File: src/rtl/srt_pkg.sv
`timescale 1ns/1ps
package srt_pkg;

  typedef enum logic [2:0] {
    ST_IDLE,
    ST_OEDLY,
    ST_RDWAIT,
    ST_PAGE,
    ST_HOLD
  } srtState_t;

  // Strobes from control to datapath
  typedef struct packed {
    logic active;    // a cycle is in progress, chip select asserted
    logic loadAddr;  // latch request address and bank
    logic capture;   // sample memory data at this edge
  } srtStrobe_t;

endpackage

File: src/rtl/srt_cfg_regs.sv
`timescale 1ns/1ps
module srt_cfg_regs #(
  parameter int NUM_BANKS = 4,
  parameter int DLY_W     = 5,
  localparam int BANK_W   = $clog2(NUM_BANKS),
  localparam int CFG_AW   = BANK_W + 5
) (
  input  logic                              clk,
  input  logic                              rstN,
  input  logic                              wrEn,
  input  logic [CFG_AW-1:0]                 addr,
  input  logic [DLY_W-1:0]                  wrField,
  input  logic                              busy,
  output logic [31:0]                       rdData,
  output logic                              errFlag,
  output logic [NUM_BANKS-1:0][DLY_W-1:0]   oeDly,
  output logic [NUM_BANKS-1:0][DLY_W-1:0]   rdDly
);

  localparam logic [4:0]       OFS_OE = 5'h08;
  localparam logic [4:0]       OFS_RD = 5'h0C;
  localparam logic [DLY_W-1:0] RD_RST = {DLY_W{1'b1}};
  localparam logic [DLY_W-1:0] OE_RST = '0;

  logic [BANK_W-1:0] bankSel;
  logic              hitOe;
  logic              hitRd;
  logic              applyWr;

  assign bankSel = addr[CFG_AW-1:5];
  assign hitOe   = (addr[4:0] == OFS_OE);
  assign hitRd   = (addr[4:0] == OFS_RD);
  assign applyWr = wrEn && !busy;

  always_ff @(posedge clk or negedge rstN) begin
    if (!rstN) begin
      for (int b = 0; b < NUM_BANKS; b++) begin
        oeDly[b] <= OE_RST;
        rdDly[b] <= RD_RST;
      end
    end else if (applyWr) begin
      for (int b = 0; b < NUM_BANKS; b++) begin
        if (bankSel == BANK_W'(b)) begin
          if (hitOe) oeDly[b] <= wrField;
          if (hitRd) rdDly[b] <= wrField;
        end
      end
    end
  end

  // Sticky rejection flag, cleared by an accepted write
  always_ff @(posedge clk or negedge rstN) begin
    if (!rstN)            errFlag <= 1'b0;
    else if (wrEn && busy) errFlag <= 1'b1;
    else if (applyWr)      errFlag <= 1'b0;
  end

  always_comb begin
    rdData = '0;
    if (hitOe) rdData[DLY_W-1:0] = oeDly[bankSel];
    if (hitRd) rdData[DLY_W-1:0] = rdDly[bankSel];
  end

  // a write during a cycle leaves every setting untouched and raises the flag
  p_busy_write_dropped_r9: assert property (@(posedge clk) disable iff (!rstN)
    (wrEn && busy) |=> ($stable(oeDly) && $stable(rdDly) && errFlag));

endmodule

File: src/rtl/srt_ctrl.sv
`timescale 1ns/1ps
module srt_ctrl
  import srt_pkg::*;
#(
  parameter int NUM_BANKS = 4,
  parameter int DLY_W     = 5,
  parameter int PAGE_TAG_W = 14,
  parameter int HOLD_CYC  = 2,
  localparam int BANK_W   = $clog2(NUM_BANKS),
  localparam int HOLD_W   = $clog2(HOLD_CYC + 1),
  localparam int CNT_W    = (DLY_W > HOLD_W) ? DLY_W : HOLD_W
) (
  input  logic                             clk,
  input  logic                             rstN,
  input  logic                             ctrlEnable,
  input  logic                             lowPower,
  input  logic                             pageModeEn,
  input  logic                             reqValid,
  input  logic [BANK_W-1:0]                reqBank,
  input  logic [PAGE_TAG_W-1:0]            reqTag,
  input  logic [BANK_W-1:0]                curBank,
  input  logic [PAGE_TAG_W-1:0]            curTag,
  input  logic [NUM_BANKS-1:0][DLY_W-1:0]  oeDly,
  input  logic [NUM_BANKS-1:0][DLY_W-1:0]  rdDly,
  output logic                             reqReady,
  output logic                             memOeN,
  output logic                             busy,
  output srtStrobe_t                       strb
);

  srtState_t        st, stNxt;
  logic [CNT_W-1:0] cnt, cntNxt;
  logic             modeOk;
  logic             lastOe;
  logic             pageHit;
  logic             startReq;

  assign modeOk   = ctrlEnable && !lowPower;
  assign lastOe   = ((st == ST_RDWAIT) && (cnt == '0)) || (st == ST_PAGE);
  assign pageHit  = lastOe && pageModeEn && modeOk && reqValid &&
                    (reqBank == curBank) && (reqTag == curTag);
  assign startReq = (st == ST_IDLE) && modeOk && reqValid;
  assign reqReady = ((st == ST_IDLE) && modeOk) || pageHit;
  assign busy     = (st != ST_IDLE);
  assign memOeN   = !((st == ST_RDWAIT) || (st == ST_PAGE));

  always_comb begin
    stNxt         = st;
    cntNxt        = cnt;
    strb.active   = (st != ST_IDLE);
    strb.loadAddr = 1'b0;
    strb.capture  = 1'b0;
    unique case (st)
      ST_IDLE: begin
        if (startReq) begin
          strb.loadAddr = 1'b1;
          if (oeDly[reqBank] != '0) begin
            stNxt  = ST_OEDLY;
            cntNxt = CNT_W'(oeDly[reqBank]) - CNT_W'(1);
          end else begin
            stNxt  = ST_RDWAIT;
            cntNxt = CNT_W'(rdDly[reqBank]);
          end
        end
      end
      ST_OEDLY: begin
        if (cnt == '0) begin
          stNxt  = ST_RDWAIT;
          cntNxt = CNT_W'(rdDly[curBank]);
        end else begin
          cntNxt = cnt - CNT_W'(1);
        end
      end
      ST_RDWAIT, ST_PAGE: begin
        if (lastOe) begin
          strb.capture = 1'b1;
          if (pageHit) begin
            strb.loadAddr = 1'b1;
            stNxt         = ST_PAGE;
          end else begin
            stNxt  = ST_HOLD;
            cntNxt = CNT_W'(HOLD_CYC - 1);
          end
        end else begin
          cntNxt = cnt - CNT_W'(1);
        end
      end
      ST_HOLD: begin
        if (cnt == '0) stNxt = ST_IDLE;
        else           cntNxt = cnt - CNT_W'(1);
      end
      default: stNxt = ST_IDLE;
    endcase
  end

  always_ff @(posedge clk or negedge rstN) begin
    if (!rstN) begin
      st  <= ST_IDLE;
      cnt <= '0;
    end else begin
      st  <= stNxt;
      cnt <= cntNxt;
    end
  end

  // assertion delay expiring opens the output-enable window
  p_oedly_opens_oe_r3: assert property (@(posedge clk) disable iff (!rstN)
    (st == ST_OEDLY && cnt == '0) |=> !memOeN);

  // a window that is not continued enters the hold phase with output enable high
  p_hold_after_oe_r5: assert property (@(posedge clk) disable iff (!rstN)
    (lastOe && !pageHit) |=> (st == ST_HOLD && memOeN));

  // no cycle begins while disabled or in low-power mode
  p_no_start_blocked_r7: assert property (@(posedge clk) disable iff (!rstN)
    (st == ST_IDLE && !modeOk) |=> (st == ST_IDLE));

  // a page continuation keeps output enable low in the next cycle
  p_page_keeps_oe_r10: assert property (@(posedge clk) disable iff (!rstN)
    pageHit |=> (st == ST_PAGE && !memOeN));

endmodule

File: src/rtl/srt_datapath.sv
`timescale 1ns/1ps
module srt_datapath
  import srt_pkg::*;
#(
  parameter int NUM_BANKS = 4,
  parameter int ADDR_W    = 16,
  parameter int DATA_W    = 16,
  localparam int BANK_W   = $clog2(NUM_BANKS)
) (
  input  logic                 clk,
  input  logic                 rstN,
  input  srtStrobe_t           strb,
  input  logic [BANK_W-1:0]    reqBank,
  input  logic [ADDR_W-1:0]    reqAddr,
  input  logic [DATA_W-1:0]    memData,
  output logic [ADDR_W-1:0]    memAddr,
  output logic [NUM_BANKS-1:0] memCsN,
  output logic [BANK_W-1:0]    curBank,
  output logic [DATA_W-1:0]    rspData,
  output logic                 rspDone
);

  logic [ADDR_W-1:0] addrQ;
  logic [BANK_W-1:0] bankQ;

  always_ff @(posedge clk or negedge rstN) begin
    if (!rstN) begin
      addrQ <= '0;
      bankQ <= '0;
    end else if (strb.loadAddr) begin
      addrQ <= reqAddr;
      bankQ <= reqBank;
    end
  end

  always_ff @(posedge clk or negedge rstN) begin
    if (!rstN) begin
      rspData <= '0;
      rspDone <= 1'b0;
    end else begin
      rspDone <= strb.capture;
      if (strb.capture) rspData <= memData;
    end
  end

  for (genvar g = 0; g < NUM_BANKS; g++) begin : g_cs
    assign memCsN[g] = !(strb.active && (bankQ == BANK_W'(g)));
  end

  assign memAddr = addrQ;
  assign curBank = bankQ;

  // at most one chip select active
  p_cs_onehot_r6: assert property (@(posedge clk) disable iff (!rstN)
    $onehot0(~memCsN));

  // every capture is followed by exactly one done pulse
  p_done_after_capture_r4: assert property (@(posedge clk) disable iff (!rstN)
    strb.capture |=> rspDone);

  // address held while a cycle runs without a new load
  p_addr_held_r2: assert property (@(posedge clk) disable iff (!rstN)
    (strb.active && !strb.loadAddr) |=> $stable(memAddr));

endmodule

File: src/rtl/static_read_timer.sv
`timescale 1ns/1ps
module static_read_timer
  import srt_pkg::*;
#(
  parameter int NUM_BANKS = 4,
  parameter int ADDR_W    = 16,
  parameter int DATA_W    = 16,
  parameter int DLY_W     = 5,
  parameter int PAGE_W    = 2,
  parameter int HOLD_CYC  = 2,
  localparam int BANK_W   = $clog2(NUM_BANKS),
  localparam int CFG_AW   = BANK_W + 5,
  localparam int TAG_W    = ADDR_W - PAGE_W
) (
  input  logic                 clk,
  input  logic                 rstN,
  input  logic                 ctrlEnable,
  input  logic                 lowPower,
  input  logic                 pageModeEn,
  input  logic                 cfgWrEn,
  input  logic [CFG_AW-1:0]    cfgAddr,
  input  logic [31:0]          cfgWrData,
  output logic [31:0]          cfgRdData,
  output logic                 cfgErr,
  input  logic                 reqValid,
  input  logic [BANK_W-1:0]    reqBank,
  input  logic [ADDR_W-1:0]    reqAddr,
  output logic                 reqReady,
  output logic                 rspDone,
  output logic [DATA_W-1:0]    rspData,
  output logic [ADDR_W-1:0]    memAddr,
  output logic [NUM_BANKS-1:0] memCsN,
  output logic                 memOeN,
  input  logic [DATA_W-1:0]    memData
);

  logic [NUM_BANKS-1:0][DLY_W-1:0] oeDly;
  logic [NUM_BANKS-1:0][DLY_W-1:0] rdDly;
  logic                            busy;
  logic [BANK_W-1:0]               curBank;
  srtStrobe_t                      strb;
  logic                            unusedWrHi;

  assign unusedWrHi = ^cfgWrData[31:DLY_W];

  srt_cfg_regs #(.NUM_BANKS(NUM_BANKS), .DLY_W(DLY_W)) u_cfg (
    .clk(clk), .rstN(rstN), .wrEn(cfgWrEn), .addr(cfgAddr),
    .wrField(cfgWrData[DLY_W-1:0]), .busy(busy), .rdData(cfgRdData),
    .errFlag(cfgErr), .oeDly(oeDly), .rdDly(rdDly)
  );

  srt_ctrl #(.NUM_BANKS(NUM_BANKS), .DLY_W(DLY_W), .PAGE_TAG_W(TAG_W),
             .HOLD_CYC(HOLD_CYC)) u_ctrl (
    .clk(clk), .rstN(rstN), .ctrlEnable(ctrlEnable), .lowPower(lowPower),
    .pageModeEn(pageModeEn), .reqValid(reqValid), .reqBank(reqBank),
    .reqTag(reqAddr[ADDR_W-1:PAGE_W]), .curBank(curBank),
    .curTag(memAddr[ADDR_W-1:PAGE_W]), .oeDly(oeDly), .rdDly(rdDly),
    .reqReady(reqReady), .memOeN(memOeN), .busy(busy), .strb(strb)
  );

  srt_datapath #(.NUM_BANKS(NUM_BANKS), .ADDR_W(ADDR_W), .DATA_W(DATA_W)) u_dp (
    .clk(clk), .rstN(rstN), .strb(strb), .reqBank(reqBank), .reqAddr(reqAddr),
    .memData(memData), .memAddr(memAddr), .memCsN(memCsN), .curBank(curBank),
    .rspData(rspData), .rspDone(rspDone)
  );

endmodule

File: config.mk
export PLATFORM = sky130hd
export DESIGN_NAME = static_read_timer
export DESIGN_NICKNAME = d
export VERILOG_FILES = /design/src/rtl/srt_pkg.sv /design/src/rtl/srt_cfg_regs.sv /design/src/rtl/srt_ctrl.sv /design/src/rtl/srt_datapath.sv /design/src/rtl/static_read_timer.sv
export SDC_FILE = /design/constraint.sdc
export NUM_CORES = 1
export LEC_CHECK = 0
export BUFFER_PORTS_ARGS = -buffer_cell sky130_fd_sc_hd__buf_2
export CORE_MARGIN = 2
export CORE_UTILIZATION = 52
export CTS_CLUSTER_SIZE = 14
export DETAILED_ROUTE_END_ITERATION = 10
export GPL_ROUTABILITY_DRIVEN = 0
export GPL_TIMING_DRIVEN = 0
export PLACE_DENSITY_LB_ADDON = 0.1
export REMOVE_ABC_BUFFERS = 1
export SETUP_SLACK_MARGIN = 0.4
export SLEW_MARGIN = 15
export SYNTH_ARGS = -nofsm -noshare
export SYNTH_HDL_FRONTEND = slang
export SYNTH_SLANG_ARGS = --single-unit
File: constraint.sdc
create_clock -name clk -period 4.6 [get_ports clk]
set_clock_uncertainty 0.15 [all_clocks]
set_input_delay 1.38 -clock clk [delete_from_list [all_inputs] [get_ports clk]]
set_output_delay 1.38 -clock clk [all_outputs]
set_load 0.1 [all_outputs]
* Word level (Yosys, flattened, before mapping)
Cells that the tools add are included.
Word-level totals: register bits after elaboration 84, output and inout bits 72, RAM bits 0, bits in latches 0, word-level logic and storage cells 117, ROM bits 0, memories 0
Cells by class: bitwise operators 0, add/subtract/negate cells 2, div/mod/pow operators 0, reductions and logical operators 44, order comparisons 3, equality and inequality tests 20, shift operators 0, multipliers 0, multiplexer cells 33
Operators by type and width (count):
- 5-bit two-way mux | 13
- 5-bit binary-select mux with 2-bit select | 5
- 3-bit AND reduction | 8
- 5-bit case mux with 4 select lines | 1
- 1-bit logical AND | 15
- 3-bit two-way mux | 5
- 14-bit == test | 1
- 3-bit case mux with 4 select lines | 1
- 5-bit by 4-bit == test with 1-bit output (second input constant) | 2
- 5-bit by 1-bit subtractor with 5-bit output (second input constant) | 2
- 2-bit by 3-bit < comparator with 1-bit output (second input constant) | 3
- 2-bit == test (second input constant) | 4
- 2-bit by 1-bit inequality test with 1-bit output (second input constant) | 4
- 4-bit AND reduction | 2
- 1-bit zero test | 7
- 3-bit by 2-bit == test with 1-bit output (second input constant) | 2
- 5-bit zero test | 1
- 1-bit two-way mux | 5
- 5-bit nonzero test | 1
- 2-bit by 1-bit == test with 1-bit output (second input constant) | 2
- 2-bit zero test | 2
- 2-bit two-way mux | 2
- 4-bit nonzero test | 1
- 3-bit by 1-bit == test with 1-bit output (second input constant) | 1
- other kinds (10) | 12

* Logic depth before layout (Yosys ltp)
depth in word-level cells 11, depth in mapped cells 10

* Cells and area by module
Synthesis repeated with hierarchy kept, for this count alone.
Second synthesis, totals: cells, all modules 362, area, all modules 4958.5 um2
Modules (own cells, without submodules):
- srt_cfg_regs | times used 1, area an instance 2183.3 um2, seq. area each 1051.0 um2, cells each 149
- srt_datapath | times used 1, area an instance 1425.1 um2, seq. area each 875.8 um2, cells each 77
- srt_ctrl | times used 1, area an instance 1350.0 um2, seq. area each 200.2 um2, cells each 136

* Least setup slack after synthesis
OpenSTA, ideal clock, no wires.
path type input to output, start point in cfgAddr[6], end point out cfgRdData[0], path slack -1309 ps, required time 3070 ps, arrival time 4379 ps, cell stages on the path 5, cells stage by stage clkbuf_1 -> buf_1 -> mux4_2 -> inv_1 -> o21ai_0
On the way: cells in the longest elaborated chain, start to end 4, elaborated cells between the ends (all ways) 6, classes of those cells 6 x mux
RTL lines:
- start, declared | RTL line static_read_timer.sv:21 | input logic [CFG_AW-1:0] cfgAddr,
- 5-bit binary-select mux with 2-bit select | RTL line srt_cfg_regs.sv:60 | if (hitOe) rdData[DLY_W-1:0] = oeDly[bankSel];
- 5-bit two-way mux (implied by the code) | RTL line srt_cfg_regs.sv:60
- 5-bit two-way mux | RTL line srt_cfg_regs.sv:60
- 5-bit two-way mux * | RTL line srt_cfg_regs.sv:61 | if (hitRd) rdData[DLY_W-1:0] = rdDly[bankSel];
- end, declared | RTL line static_read_timer.sv:23 | output logic [31:0] cfgRdData,
Every way passes the cells marked *; elsewhere a longest branch is shown, timed or not. The select of a mux whose other input is x is not followed.

* Final worst setup path
start point in lowPower, end point out reqReady
On the way: cells in the longest elaborated chain, start to end 7, elaborated cells between the ends (all ways) 8, classes of those cells 8 x reduce/logical
RTL lines:
- start, declared | RTL line static_read_timer.sv:18 | input logic lowPower,
- 1-bit zero test * | RTL line srt_ctrl.sv:38 | assign modeOk = ctrlEnable && !lowPower;
- 1-bit logical AND * | RTL line srt_ctrl.sv:38
- 1-bit logical AND (3 in series) | RTL line srt_ctrl.sv:40 | assign pageHit = lastOe && pageModeEn && modeOk && reqValid &&
- 1-bit logical AND | RTL line srt_ctrl.sv:41 | (reqBank == curBank) && (reqTag == curTag);
- 1-bit logical OR * | RTL line srt_ctrl.sv:43 | assign reqReady = ((st == ST_IDLE) && modeOk) || pageHit;
- end, declared | RTL line static_read_timer.sv:28 | output logic reqReady,
Every way passes the cells marked *; elsewhere a longest branch is shown, timed or not.

==> run_results.csv <==
group,metric,value,unit
route,routed_wl,11.1,mm
synth,synth_edf_count,0,
clocking,clockBufferDepth,2,
sta,layout_worst_path_cycle_share,96.7,%
clocking,clkTransAtPathRegs,0.08,ns
synth,synth_top_flop_cell,"sky130_fd_sc_hd__dfrtp_1",
route,routedWlPerCell,17.0,um
synth,synthesized_area,0.00497,mm^2
sta,grt_setup_unrepaired,"yes",
critical_path,worstPathRequired,3.07,ns
cells_and_area,layout-drive-gt1-share,46.1,%
sta,max_slew.worst_pin.slew,0.717,ns
synth,syn_inst,427,
global_routing,wire_length_of_the_first_global_routing_pass,18.0,mm
synth,post-synth-top-area-fraction,32.2,%
synth,sequential_to_total_area_share_from_yosys_stat,42.8,%
synth,synth_cell_type_count,55,
synth,synthesis.area_per_instance,11.7,um^2
place,dp_slack,-0.725,ns
route,first_iter_violations,187,
cells_and_area,fin_area,0.00579,mm^2
route,ant_nets,0,
die,area_inside_the_core_boundary,0.00924,mm^2
clocking,total_of_hold_buffers_inserted_after_clock_tree_synthesis,0,
route,post-route-drc-count,0,
pwr,power_density,736,mW/mm^2
global_routing,grt_remaining_overflow,0,
die,dieArea,0.0104,mm^2
synth,yosys-top-cells-area,"sky130_fd_sc_hd__dfrtp_1 (32%), sky130_fd_sc_hd__mux2_2 (12%), sky130_fd_sc_hd__dfstp_2 (11%)",
sta,post_route_setup_tns,0,ns
place,post-place-cells,635,
pwr,power,4260,uW
critical_path,critical_path_arrival,2.92,ns
die,initial_core_util,53.8,%
place,port_buffers,97,
clocking,clk_root_buffer_cell,"sky130_fd_sc_hd__clkbuf_8",
die,ios,152,
sta,final-max-slew-violation-count,0,
sta,finalSetupViolations,0,
pwr,ir_drop,0.704,mV
synth,synthDominantAreaCellType,"sky130_fd_sc_hd__dfrtp_1",
route,post_drt_via_cell_ratio,5.48,
synth,synth.ff_latch_count,84,
die,row_count,35,
global_routing,gr-usage-all-layers,22.7,%
clocking,clock-sinks,84,
cells_and_area,layout.cells.most_common,"sky130_fd_sc_hd__buf_2",
flow_run,drv_cap,0,
clocking,htree_levels,3,
clocking,clk_latency,0.36,ns
route,drt_pre_antenna_iters,4,
critical_path,worstSetupPathType,"primary input to primary output",
sta,timing.fmax,225,MHz
cells_and_area,diodes,0,
sta,shortest_clock_period_the_worst_path_allows_after_layout,4.45,ns
die,chipWidth,102,um
critical_path,critical_path.endpoint_type,"primary output",
sta,final_hold_viol_count,0,
sta,layout_setup_ws,0.150,ns
global_routing,grt_pass1_vias,3493,
cells_and_area,final_cells,656,
global_routing,largest_net_degree_at_the_start_of_global_routing,47,
cells_and_area,layout.cells.most_common_list,"sky130_fd_sc_hd__buf_2 (86), sky130_fd_sc_hd__dfrtp_1 (64), sky130_fd_sc_hd__nand2_1 (59)",
synth,synthArstFlopShare,100,%
pwr,cellLeakagePower,0.00271,uW
place,post-dp-hpwl,8.12,mm
die,fp.dieH,102,um
synth,synthesis.yosys.warnings,0,
sta,max_slew_margin,52.1,%
cells_and_area,finalNetCount,605,
cells_and_area,syn2layout_area_growth,16.4,%
global_routing,antenna_violations_before_repair,0,
clocking,cts_tree,"done",
critical_path,critPathMaxFanout,2,
clocking,cts-buffers-inserted,9,
outcome,status,"complete, no violations",
place,postPlaceCellArea,0.00545,mm^2
critical_path,worst_setup_path_start_kind,"primary input",
hold_path,worstHoldPathType,"flop to flop",
route,routed-via-count,3595,
[metrics by stage]
| stage | util [%] | hold WS, ns |
|---|---|---|
| after global placement | 58.7 | 0.303 |
| after floorplan | - | 0.342 |
| after global routing | 62.7 | 0.355 |
| final | 62.7 | 0.325 |
| after CTS | 62.3 | 0.330 |
| after detailed placement | 58.9 | 0.308 |
[metal layers]
layer / GRT usage [%] / wire length, um
met4: 8.21 / 364
met1: 30.4 / 4750
met5: 0 / 0
met2: 36.7 / 5570
met3: 4.92 / 451
[cell usage after synthesis, types with 2 or more instances]
cell and count:
sky130_fd_sc_hd__inv_1 15, sky130_fd_sc_hd__mux2i_1 8, sky130_fd_sc_hd__clkbuf_1 8, sky130_fd_sc_hd__nor2_1 12
sky130_fd_sc_hd__o31ai_1 3, sky130_fd_sc_hd__nor3_1 4, sky130_fd_sc_hd__and3b_1 2, sky130_fd_sc_hd__a31o_2 2
sky130_fd_sc_hd__mux4_2 23, sky130_fd_sc_hd__xnor2_1 16, sky130_fd_sc_hd__nand3b_1 2, sky130_fd_sc_hd__or2_2 2
sky130_fd_sc_hd__nand2_1 59, sky130_fd_sc_hd__or2_1 2, sky130_fd_sc_hd__a21oi_1 5, sky130_fd_sc_hd__a31oi_1 5
sky130_fd_sc_hd__nand2b_1 3, sky130_fd_sc_hd__buf_1 4, sky130_fd_sc_hd__o21ai_0 14, sky130_fd_sc_hd__nand4_1 4
sky130_fd_sc_hd__nand3_1 14, sky130_fd_sc_hd__ha_1 3, sky130_fd_sc_hd__dfrtp_1 64, sky130_fd_sc_hd__nor3b_2 2
sky130_fd_sc_hd__buf_6 3, sky130_fd_sc_hd__xor2_1 5, sky130_fd_sc_hd__buf_2 3, sky130_fd_sc_hd__nor4_1 2
sky130_fd_sc_hd__or3_1 4, sky130_fd_sc_hd__mux2_2 54, sky130_fd_sc_hd__a211o_1 2, sky130_fd_sc_hd__buf_4 27
sky130_fd_sc_hd__mux2_4 10, sky130_fd_sc_hd__dfstp_2 20
[sequential cells by signal (all words and copies together) (netlist names)]
name	count
u_cfg.oeDly	20
u_cfg.rdDly	20
u_dp.memAddr	16
u_dp.rspData	16
u_ctrl.cnt	5
u_ctrl.st	3
u_dp.curBank	2
u_cfg.errFlag	1
u_dp.rspDone	1
[worst max-delay path, stage by stage]
cell	delay [ns]
sky130_fd_sc_hd__buf_6	0.09
sky130_fd_sc_hd__and3b_2	0.27
sky130_fd_sc_hd__nand3_2	0.06
sky130_fd_sc_hd__or4_4	0.56
sky130_fd_sc_hd__nor4_4	0.19
sky130_fd_sc_hd__a31o_2	0.19
sky130_fd_sc_hd__buf_12	0.18
[kinds of logic after synthesis]
logic type	synth area share [%]
other	0.0754
flip-flops	42.8
AO/OA/AOI/OAI	5.81
buffers and inverters	7.17
multiplexers	27.3
adder cells (fa/ha/maj)	0.755
XOR/XNOR	3.70
AND/OR/NAND/NOR	12.5
[cell type report]
cell class,count,area [um^2]
Timing Repair Buffer,103,619
Inverter,16,60.1
Clock inverter,6,71.3
Fill cell,762,3450
Sequential cell,84,2130
Tap cell,129,161
Clock buffer,10,128
Multi-Input combinational cell,308,2620
[final timing paths]
| kind | start | to | slack (ns) | cells after the start |
|---|---|---|---|---|
| worst max-delay path | lowPower | reqReady | 0.15 | 7 |
| worst min-delay path | u_dp.rspData[1] | u_dp.rspData[1] | 0.33 | 2 |
| worst max register to register | u_ctrl.cnt[0] | u_dp.memAddr[0] | 1.51 | 9 |
| worst min register to register | u_dp.rspData[1] | u_dp.rspData[1] | 0.33 | 2 |
| max in group asynchronous | rstN | u_cfg.rdDly[9] | 2.74 | 2 |
| min in group asynchronous | rstN | u_dp.rspData[15] | 0.87 | 1 |
[report_power, final]
part	total (uW)	internal, uW	switching [uW]
Combinational	2500	627	1870
Sequential	1220	982	236
Clock	548	258	290
Total	4260	1870	2400
[what timing repair did]
| action | CTS | global route |
|---|---|---|
| gates cloned | 0 | 0 |
| buffers inserted | 4 | 1 |
| gates resized for setup | 22 | 5 |
| pin swaps | 3 | 3 |
| endpoints found under the setup margin | 6 | 4 |
Note: power is estimated with default switching activity, not from simulation.
